==> src/rtl/hsb_pkg.sv <==
// Shared constants, helpers and types for the host-to-slave-array bridge.
// Assumes the burst size is fixed at 256 bits for every data width.
package hsb_pkg;

    localparam int BURST_BITS = 256;

    // Number of beats that make up one burst at a given data width.
    function automatic int burst_beats(input int dw);
        return BURST_BITS / dw;
    endfunction

    // Which source currently owns the shared slave port.
    typedef enum logic [1:0] {
        PORT_IDLE  = 2'd0,
        PORT_DRAIN = 2'd1,
        PORT_READ  = 2'd2,
        PORT_PASS  = 2'd3
    } port_owner_e;

endpackage

==> src/rtl/hsb_decode.sv <==
// Slave-number decoder: turns a slave number plus the group flag into
// per-slave selects and an error flag.
// Assumes group reads are illegal and numbers >= NSLV have no slave.
module hsb_decode #(
    parameter int NSLV = 5,
    parameter int IDW  = 4
) (
    input  logic [IDW-1:0]  id,
    input  logic            bcast,
    input  logic            write,
    output logic [NSLV-1:0] sel,
    output logic            bad
);

    localparam logic [IDW:0] LIMIT = (IDW+1)'(NSLV);

    // Error when a group read is attempted or no slave owns the number.
    always_comb begin
        if (bcast) bad = !write;
        else       bad = ({1'b0, id} >= LIMIT);
    end

    // One select bit per slave.
    for (genvar i = 0; i < NSLV; i++) begin : g_sel
        assign sel[i] = !bad && (bcast || (id == IDW'(i)));
    end

endmodule

==> src/rtl/hsb_burst.sv <==
// Burst sequencer: captures the first beat of a burst and supplies the
// effective slave number, direction, group flag and stepped address for
// every later beat.
// Assumes the master presents each beat as a separate accepted handshake.
module hsb_burst #(
    parameter int SAW = 20,
    parameter int IDW = 4,
    parameter int DW  = 32
) (
    input  logic           clk,
    input  logic           rst_n,
    input  logic           accept,
    input  logic           burst,
    input  logic           in_write,
    input  logic           in_bcast,
    input  logic [IDW-1:0] in_id,
    input  logic [SAW-1:0] in_addr,
    output logic           eff_write,
    output logic           eff_bcast,
    output logic [IDW-1:0] eff_id,
    output logic [SAW-1:0] eff_addr
);

    import hsb_pkg::*;

    localparam int BEATS = burst_beats(DW);
    localparam int OFF   = $clog2(DW/8);

    if (BEATS > 1) begin : g_seq
        localparam int BCW = $clog2(BEATS);

        logic           act_q;
        logic [BCW-1:0] cnt_q;
        logic           wr_q, bc_q;
        logic [IDW-1:0] id_q;
        logic [SAW-1:0] base_q;

        // Track burst position and hold the first beat's attributes.
        always_ff @(posedge clk) begin
            if (!rst_n) begin
                act_q  <= 1'b0;
                cnt_q  <= '0;
                wr_q   <= 1'b0;
                bc_q   <= 1'b0;
                id_q   <= '0;
                base_q <= '0;
            end else if (accept) begin
                if (!act_q) begin
                    if (burst) begin
                        act_q  <= 1'b1;
                        cnt_q  <= BCW'(1);
                        wr_q   <= in_write;
                        bc_q   <= in_bcast;
                        id_q   <= in_id;
                        base_q <= in_addr;
                    end
                end else begin
                    if (cnt_q == BCW'(BEATS-1)) act_q <= 1'b0;
                    cnt_q <= cnt_q + 1'b1;
                end
            end
        end

        // Select live inputs on a first beat, captured values afterwards.
        always_comb begin
            if (act_q) begin
                eff_write = wr_q;
                eff_bcast = bc_q;
                eff_id    = id_q;
                eff_addr  = base_q + (SAW'(cnt_q) << OFF);
            end else begin
                eff_write = in_write;
                eff_bcast = in_bcast;
                eff_id    = in_id;
                eff_addr  = in_addr;
            end
        end
    end else begin : g_single
        // A single beat already carries 256 bits: nothing to sequence.
        assign eff_write = in_write;
        assign eff_bcast = in_bcast;
        assign eff_id    = in_id;
        assign eff_addr  = in_addr;
    end

endmodule

==> src/rtl/hsb_wbuf.sv <==
// Posting queue for writes: stores packed entries (selects, address,
// data, byte enables) in arrival order.
// Assumes the caller never pushes when full nor pops when empty.
module hsb_wbuf #(
    parameter int EW    = 64,
    parameter int DEPTH = 4
) (
    input  logic          clk,
    input  logic          rst_n,
    input  logic          push,
    input  logic [EW-1:0] din,
    input  logic          pop,
    output logic [EW-1:0] dout,
    output logic          empty,
    output logic          full
);

    localparam int PW = (DEPTH > 1) ? $clog2(DEPTH) : 1;
    localparam int CW = $clog2(DEPTH + 1);

    logic [EW-1:0] mem [DEPTH];
    logic [PW-1:0] wp, rp;
    logic [CW-1:0] cnt;

    function automatic logic [PW-1:0] step(input logic [PW-1:0] p);
        return (p == PW'(DEPTH-1)) ? '0 : p + 1'b1;
    endfunction

    // Entry storage, written at the tail.
    always_ff @(posedge clk) begin
        if (push) mem[wp] <= din;
    end

    // Pointer and occupancy bookkeeping.
    always_ff @(posedge clk) begin
        if (!rst_n) begin
            wp  <= '0;
            rp  <= '0;
            cnt <= '0;
        end else begin
            if (push) wp <= step(wp);
            if (pop)  rp <= step(rp);
            case ({push, pop})
                2'b10:   cnt <= cnt + 1'b1;
                2'b01:   cnt <= cnt - 1'b1;
                default: cnt <= cnt;
            endcase
        end
    end

    assign dout  = mem[rp];
    assign empty = (cnt == '0);
    assign full  = (cnt == CW'(DEPTH));

endmodule

==> src/rtl/host_slave_bridge.sv <==
// Host-to-slave-array bridge top. Decodes a slave number from the top
// address bits, posts writes into a queue, serialises reads behind the
// queue, sequences 256-bit bursts, and offers a straight-through mode.
// Assumes a single clock and that pass_mode changes only while idle.
module host_slave_bridge #(
    parameter int NSLV     = 5,
    parameter int IDW      = 4,
    parameter int AW       = 24,
    parameter int DW       = 32,
    parameter int WB_DEPTH = 4
) (
    input  logic                 clk,
    input  logic                 rst_n,
    input  logic                 pass_mode,
    input  logic                 m_cs,
    input  logic                 m_bcs,
    input  logic                 m_burst,
    input  logic                 m_write,
    input  logic [AW-1:0]        m_addr,
    input  logic [DW-1:0]        m_wdata,
    input  logic [DW/8-1:0]      m_be,
    output logic                 m_ready,
    output logic                 m_rvalid,
    output logic [DW-1:0]        m_rdata,
    output logic                 m_err,
    output logic [NSLV-1:0]      s_sel,
    output logic                 s_we,
    output logic [AW-IDW-1:0]    s_addr,
    output logic [DW-1:0]        s_wdata,
    output logic [DW/8-1:0]      s_be,
    input  logic [NSLV*DW-1:0]   s_rdata,
    input  logic                 s_wait
);

    import hsb_pkg::*;

    localparam int BEW = DW / 8;
    localparam int SAW = AW - IDW;
    localparam int EW  = NSLV + SAW + DW + BEW;

    logic            req, acc, push, pop, rd_go, rdy;
    logic            eff_write, eff_bcast, bad;
    logic [IDW-1:0]  eff_id;
    logic [SAW-1:0]  eff_addr;
    logic [NSLV-1:0] sel_dec;
    logic            q_empty, q_full;
    logic [EW-1:0]   head;
    logic [NSLV-1:0] h_sel;
    logic [SAW-1:0]  h_addr;
    logic [DW-1:0]   h_data;
    logic [BEW-1:0]  h_be;
    logic [DW-1:0]   rd_word;
    logic            rvalid_q, err_q;
    logic [DW-1:0]   rdata_q;
    port_owner_e     owner;

    assign req = m_cs | m_bcs;

    hsb_burst #(.SAW(SAW), .IDW(IDW), .DW(DW)) u_burst (
        .clk       (clk),
        .rst_n     (rst_n),
        .accept    (acc),
        .burst     (m_burst),
        .in_write  (m_write),
        .in_bcast  (m_bcs),
        .in_id     (m_addr[AW-1 -: IDW]),
        .in_addr   (m_addr[SAW-1:0]),
        .eff_write (eff_write),
        .eff_bcast (eff_bcast),
        .eff_id    (eff_id),
        .eff_addr  (eff_addr)
    );

    hsb_decode #(.NSLV(NSLV), .IDW(IDW)) u_dec (
        .id    (eff_id),
        .bcast (eff_bcast),
        .write (eff_write),
        .sel   (sel_dec),
        .bad   (bad)
    );

    hsb_wbuf #(.EW(EW), .DEPTH(WB_DEPTH)) u_wbuf (
        .clk   (clk),
        .rst_n (rst_n),
        .push  (push),
        .din   ({sel_dec, eff_addr, m_wdata, m_be}),
        .pop   (pop),
        .dout  (head),
        .empty (q_empty),
        .full  (q_full)
    );

    assign {h_sel, h_addr, h_data, h_be} = head;

    // Acceptance rules: writes need queue room, reads need an idle queue and slave.
    assign rdy     = eff_write ? !q_full : (q_empty && !s_wait);
    assign acc     = req && rdy && !pass_mode;
    assign push    = acc && eff_write && !bad;
    assign rd_go   = acc && !eff_write && !bad;
    assign pop     = !q_empty && !s_wait && !pass_mode;
    assign m_ready = pass_mode || rdy;

    // Decide which source owns the slave port this cycle.
    always_comb begin
        if (pass_mode)     owner = PORT_PASS;
        else if (!q_empty) owner = PORT_DRAIN;
        else if (rd_go)    owner = PORT_READ;
        else               owner = PORT_IDLE;
    end

    // Drive the shared slave port from the owning source.
    always_comb begin
        case (owner)
            PORT_PASS: begin
                s_sel   = req ? sel_dec : '0;
                s_we    = m_write;
                s_addr  = m_addr[SAW-1:0];
                s_wdata = m_wdata;
                s_be    = m_be;
            end
            PORT_DRAIN: begin
                s_sel   = h_sel;
                s_we    = 1'b1;
                s_addr  = h_addr;
                s_wdata = h_data;
                s_be    = h_be;
            end
            PORT_READ: begin
                s_sel   = sel_dec;
                s_we    = 1'b0;
                s_addr  = eff_addr;
                s_wdata = '0;
                s_be    = m_be;
            end
            default: begin
                s_sel   = '0;
                s_we    = 1'b0;
                s_addr  = '0;
                s_wdata = '0;
                s_be    = '0;
            end
        endcase
    end

    // Pick the addressed slave's read word.
    always_comb begin
        rd_word = '0;
        for (int i = 0; i < NSLV; i++) begin
            if (sel_dec[i]) rd_word = rd_word | s_rdata[i*DW +: DW];
        end
    end

    // Register read data and error responses for bridged mode.
    always_ff @(posedge clk) begin
        if (!rst_n) begin
            rvalid_q <= 1'b0;
            rdata_q  <= '0;
            err_q    <= 1'b0;
        end else begin
            rvalid_q <= rd_go;
            rdata_q  <= rd_go ? rd_word : '0;
            err_q    <= acc && bad;
        end
    end

    assign m_rvalid = pass_mode ? (req && !m_write && !bad) : rvalid_q;
    assign m_rdata  = pass_mode ? rd_word : rdata_q;
    assign m_err    = pass_mode ? (req && bad) : err_q;

endmodule

==> config.mk <==
export PLATFORM = sky130hd
export DESIGN_NAME = host_slave_bridge
export DESIGN_NICKNAME = d
export VERILOG_FILES = /design/src/rtl/hsb_pkg.sv /design/src/rtl/hsb_decode.sv /design/src/rtl/hsb_burst.sv /design/src/rtl/hsb_wbuf.sv /design/src/rtl/host_slave_bridge.sv
export SDC_FILE = /design/constraint.sdc
export NUM_CORES = 1
export LEC_CHECK = 0
export ABC_AREA = 1
export BUFFER_PORTS_ARGS = -buffer_cell sky130_fd_sc_hd__buf_2
export CORE_ASPECT_RATIO = 0.8
export CORE_MARGIN = 2
export CORE_UTILIZATION = 50
export CTS_CLUSTER_SIZE = 28
export DETAILED_ROUTE_END_ITERATION = 12
export GPL_TIMING_DRIVEN = 0
export PLACE_DENSITY = 0.77
export SLEW_MARGIN = 40
export SYNTH_ARGS = -nofsm -noshare
export SYNTH_HDL_FRONTEND = slang
export SYNTH_SLANG_ARGS = --single-unit
==> constraint.sdc <==
create_clock -name clk -period 4 [get_ports clk]
set_input_delay 0.2 -clock clk [delete_from_list [all_inputs] [get_ports clk]]
set_output_delay 0.2 -clock clk [all_outputs]
set_load 0.02 [all_outputs]
Word-level counts from Yosys, hierarchy flattened. Memories as Yosys holds them, arrays and structs flattened. A register that Yosys moved wholly into a read port is not among the register bits. Cells that the tools add are included.

Bits in registers: 71. Bits in latches: 0. Bits in writable memories: 244. ROM bits: 0. Bits of input ports: 228. Output and inout bits: 97. Logic and storage cells: 113. Memories kept: 1.

Add/sub/neg operators: 6. Multiply operators: 0. Div/mod/pow operators: 0. Order comparisons: 1. Equal/unequal tests: 13. Shift operators: 0. Muxes and demuxes: 35. Bitwise operators: 6. Reduce and logical (&&, ||, !) cells: 39.

Memories: u_wbuf.mem (words 4, bits a word 61, rd ports 1, clocked after Yosys merged registers in 1, write ports 1, RTL line hsb_wbuf.sv:21) `logic [EW-1:0] mem [DEPTH];`.

Operator list (number): 32-bit two-way mux (6); 32-bit bitwise OR (4); 32-bit one-hot mux with 2 select lines (1); 20-bit one-hot mux with 3 select lines (1); 20-bit by 5-bit adder with 20-bit output (1); 20-bit two-way mux (1); 1-bit logical AND (18); 5-bit one-hot mux with 3 select lines (1); 2-bit two-way mux (7); 1-bit two-way mux (11); 2-bit equality test (second input constant) (5); 4-bit by 2-bit equality test with 1-bit output (second input constant) (2); 4-bit one-hot mux with 2 select lines (1); 1-bit logical NOT (7); 3-bit by 1-bit adder with 3-bit output (second input constant) (2); 3-bit equality test (second input constant) (2); 1-bit logical OR (6); 3-bit two-way mux (2); 3-bit one-hot mux with 2 select lines (1); 5-bit two-way mux (1); 2-bit by 1-bit adder with 2-bit output (second input constant) (2); 2-bit by 1-bit equality test with 1-bit output (second input constant) (2); 4-bit by 1-bit equality test with 1-bit output (second input constant) (1); 4-bit by 3-bit equality test with 1-bit output (second input constant) (1); other kinds (12) (14).

Longest topological paths before layout.
Word-level depth: 15. Gate-level depth with buffers: 16.

Modules after synthesis. From an unflattened synthesis, not the netlist that was laid out.

Cells, all modules: 1558. Area, all modules: 15050.7 µm².

Modules (own cells, without submodules): hsb_wbuf (instances 1, cells an instance 649, area an instance 9794.4 µm²); host_slave_bridge (instances 1, cells an instance 586, area an instance 3210.6 µm²); hsb_burst (instances 1, cells an instance 294, area an instance 1895.6 µm²); hsb_decode (instances 1, cells an instance 29, area an instance 150.1 µm²).

Worst setup path before layout. OpenSTA, ideal clock, no wires.

Path type: register -> register. Start: reg u_burst.g_seq.act_q. End: mem u_wbuf.mem[0][0] (netlist name), enable pin. Data arrival time: 3881 ps. Data required time: 3520 ps. Path slack: -361 ps. Stages on the path, launching flop included: 11. Buffers on the path: 2. Cell sequence: dfxtp_1 -> buf_6 -> nand2_2 -> nand2_2 -> nand2_2 -> nand2_2 -> nand2_2 -> nand2_2 -> buf_2 -> nand2_1 -> nor2_1.

Longest elaborated chain between the ends: 8. Elaborated cells on any way between the ends: 14. Those cells by class: 1 x order compare; 7 x mux; 6 x reduce/logical.

Ends and longest elaborated chain: start, declared (RTL line hsb_burst.sv:32) `logic act_q;`; start signal, assigned (RTL line hsb_burst.sv:41) `act_q <= 1'b0;`; start signal, assigned (RTL line hsb_burst.sv:50) `act_q <= 1'b1;`; start signal, assigned (RTL line hsb_burst.sv:58) `if (cnt_q == BCW'(BEATS-1)) act_q <= 1'b0;`; branches (longest 5 deep; another with 4-bit by 3-bit >= comparator with 1-bit output); 1-bit logical AND (*) (RTL line host_slave_bridge.sv:98) `assign push = acc && eff_write && !bad;`; 1-bit two-way mux (*) (RTL line hsb_wbuf.sv:31) `if (push) mem[wp] <= din;`; 1-bit two-way mux (implied by the code) (*) (RTL line hsb_wbuf.sv:31); end, declared (RTL line hsb_wbuf.sv:21).

Mark *: on every way between the ends.

Worst setup path after layout.
Start: reg u_burst.g_seq.cnt_q[0]. End: out s_addr[10].

Longest elaborated chain between the ends: 3.

Ends and longest elaborated chain: start, declared (RTL line hsb_burst.sv:33) `logic [BCW-1:0] cnt_q;`; start signal, assigned (RTL line hsb_burst.sv:59) `cnt_q <= cnt_q + 1'b1;`; 20-bit by 5-bit adder with 20-bit output (RTL line hsb_burst.sv:70) `eff_addr = base_q + (SAW'(cnt_q) << OFF);`; 20-bit two-way mux (RTL line hsb_burst.sv:66) `if (act_q) begin`; net eff_addr[10] (RTL line host_slave_bridge.sv:44) `logic [SAW-1:0] eff_addr;`; 20-bit one-hot mux with 3 select lines (RTL line host_slave_bridge.sv:113) `case (owner)`; end, declared (RTL line host_slave_bridge.sv:28) `output logic [AW-IDW-1:0] s_addr,`.

The timed path passes the listed nets, and every way through them passes these cells.

==> metrics.cfg <==
[worst_setup_path]
critical_path_peak_fanout=7
crit_type=flop to output port
crit_required_ns=3.80
path_buf_inv=3
critical-path-top-delay-family=simple AND/OR/NAND/NOR gates
crit_path_frequent_cell=nand2_1
critical_path_arrival_ns=3.31
cp-end-kind=output port
cp-start-kind=flop
critical_path.max_stage_delay_ns=0.49
slowest_stage=a31oi_1
cp_cell_sequence=ha_1 > inv_1 > fa_1 > inv_1 > nand2_1 > nand2_1 > nand3_1 > nor2_1 > nand3_1 > a31oi_1 > nand2_1 > nand2_1 > buf_2

[clock_network]
ctsHoldBuffers=50
cts_buffers=34
cts_sinks=317
clk_pin_slew_ns=0.07
clock_latency_ns=0.52
ctsHtreeMaxLevel=2
cts_buffer_depth=3
tritoncts=yes
post_cts_buffers=0
cts_resized=0
root_buffer=clkbuf_16

[synthesis]
yosysWarnings=0
yosys.cell_count.top_type=nand2_1
synth_area_leaders=edfxtp_1 49%, dfxtp_1 9.7%, nand2_1 8.6%, nand3_1 8.6%, a21oi_1 4.6%
seq_area_frac_synth=0.5826
ys_types=41
syn_area_sq_mm=0.01509
syn_nets=1843
synth_edf_count=244
syn_inst=1602
synth.ff_latch_count=317
synthArstFlopShare=0
synth_top_area_cell=edfxtp_1
yosys-top-cells-count=347 x nand2_1, 260 x nand3_1, 244 x edfxtp_1
synth.avg_cell_area_sq_um=9.417
yosys.area.top_type_share=0.4857
ys.flop_type=edfxtp_1

[global_routing]
grt_pass1_vias=13657
overflow=0
antenna_found_initial=3
grt_max_degree=19
grt_pass1_wl_mm=74.91
track_usage=0.3070

[timing]
slew_violations=0
worst-slew-pin-transition_ns=0.8023
tns_ns=0
finalCritPeriodShare=0.8771
slew_headroom=0.4652
hold_viol=0
setup_violations=0
fin_skew_ns=0.02295
min_period_ns=3.508
fmax_mhz=285.0
whs_ns=0.009362
rsz0062_at_grt=no

[detailed_routing]
firstDrtPassIters=7
wl_per_cell_microns=20.25
drt_iter0_drc=1488
via_count=14091
wl_mm=49.81
ant_nets=0
drc=0
viasPerCell=5.728

[die]
die_w_microns=198.2
core-area_sq_mm=0.02950
die_area_sq_mm=0.03159
start_util=0.5114
io_pins=325
die_y_microns=159.4
std_cell_rows=56

[placed_design]
dpl.hpwl_mm=36.05
place_area_sq_mm=0.01758
dp.cells=2346
io_buffer_count=323
place_congestion=0.9714

[power_and_ir_drop]
power_density_mw_per_mm2=427.8
ir_drop_mv=0.3613
p_leak_uw=0.008112

[finish]
finalNetCount=2267
drive_gt1_frac=0.2179
syn2layout_area_growth_pct=27.00
fin_util=0.6495
design_area_sq_mm=0.01916
fin_cells=2460

[run_status]
status=complete, no violations

[flow_run]
drv_cap=0

[worst_hold_path]
hold_path.class=primary input to flop

==> registers in the layout, summed over array words and instances (netlist names), named ones only <==
register              cells
u_burst.g_seq.act_q       1
u_wbuf.mem              244
u_burst.g_seq.bc_q        1
u_burst.g_seq.cnt_q       3
u_wbuf.rp                 2
rdata_q                  32
err_q                     1
u_wbuf.cnt                3
rvalid_q                  1
u_burst.g_seq.id_q        4
u_burst.g_seq.base_q     20
u_wbuf.wp                 2
u_burst.g_seq.wr_q        1
==> cell type report <==
type	instances	area, sq um
Inverter	97	364.1
Clock inverter	18	157.7
Buffer	111	509.2
Antenna cell	3	7.507
Timing Repair Buffer	388	2455
Clock buffer	43	915.9
Multi-Input combinational cell	1077	5454
Sequential cell	317	8788
Fill cell	2348	10340
Tap cell	406	508.0
==> worst paths after layout <==
| check | startpoint | to | slack, ns | cells past startpoint |
|---|---|---|---|---|
| min reg2reg | u_burst.g_seq.bc_q | u_burst.g_seq.bc_q | 0.47 | 2 |
| min | rst_n | rdata_q[2] | 0.009 | 3 |
| max | u_burst.g_seq.cnt_q[0] | s_addr[10] | 0.49 | 13 |
| max reg2reg | u_burst.g_seq.act_q | u_wbuf.mem[3][1] | 0.69 | 13 |
==> metal layers <==
| layer | track usage | vias up | wire length (microns) |
|---|---|---|---|
| met4 | 0.1200 | 0 | 1733 |
| met2 | 0.4992 | 840 | 23280 |
| li1 | - | 6517 | - |
| met1 | 0.4129 | 6609 | 20100 |
| met3 | 0.04957 | 125 | 4702 |
| met5 | 0 | - | 0 |
==> power by group <==
| part | switching [uW] | internal, uW |
|---|---|---|
| Clock | 1290 | 1770 |
| Sequential | 27.4 | 3610 |
| Combinational | 1010 | 490 |
| Total | 2330 | 5870 |
==> tightest hold or removal path, delay by kind of cell <==
kind	cells	cell delay, ns
buffers and inverters	1	0.12
and+or+nand+nor	2	0.16
==> through the flow <==
step | setup slack, ns | power [uW]
6_report | 0.4917 | 8196
5_1_grt | 0.2605 | 8459
4_1_cts | 0.5771 | 8193
3_5_place_dp | 0.7304 | 5141
3_3_place_gp | -2.705 | 5105
2_1_floorplan | -0.3611 | 4555
==> cells in the final DEF (no fill, tap or decap), drive strengths merged, types with 3 or more instances in the layout <==
| cell | synthesis | final |
|---|---|---|
| buf | 46 | 384 |
| nand2 | 354 | 354 |
| nand3 | 261 | 261 |
| edfxtp | 244 | 244 |
| a21oi | 139 | 139 |
| clkbuf | 65 | 108 |
| nor2 | 100 | 100 |
| inv | 96 | 99 |
| o21ai | 77 | 77 |
| dfxtp | 73 | 73 |
| dlygate4sd3 | 0 | 50 |
| a32o | 34 | 34 |
| o21bai | 32 | 32 |
| a221oi | 19 | 19 |
| clkinv | 1 | 13 |
| ha | 11 | 11 |
| a221o | 10 | 10 |
| a211oi | 6 | 6 |
| nor3 | 6 | 6 |
| xor2 | 4 | 4 |
| a21o | 4 | 4 |
| diode | 0 | 3 |
| a31oi | 3 | 3 |
| a21boi | 3 | 3 |
| nand4 | 3 | 3 |
| or2 | 3 | 3 |
==> cells by family (layout without fill, tap and decap cells) <==
logic type / after synthesis / in the layout / synth area share
other cells: 0 / 3 / 0
simple gates: 729 / 729 / 0.2075
flops: 317 / 317 / 0.5826
buf+inv: 208 / 657 / 0.05789
compound gates: 331 / 331 / 0.1379
fa+ha+maj: 13 / 13 / 0.01178
xor+xnor: 4 / 4 / 0.002322
Note: power is estimated with default switching activity, not from simulation.
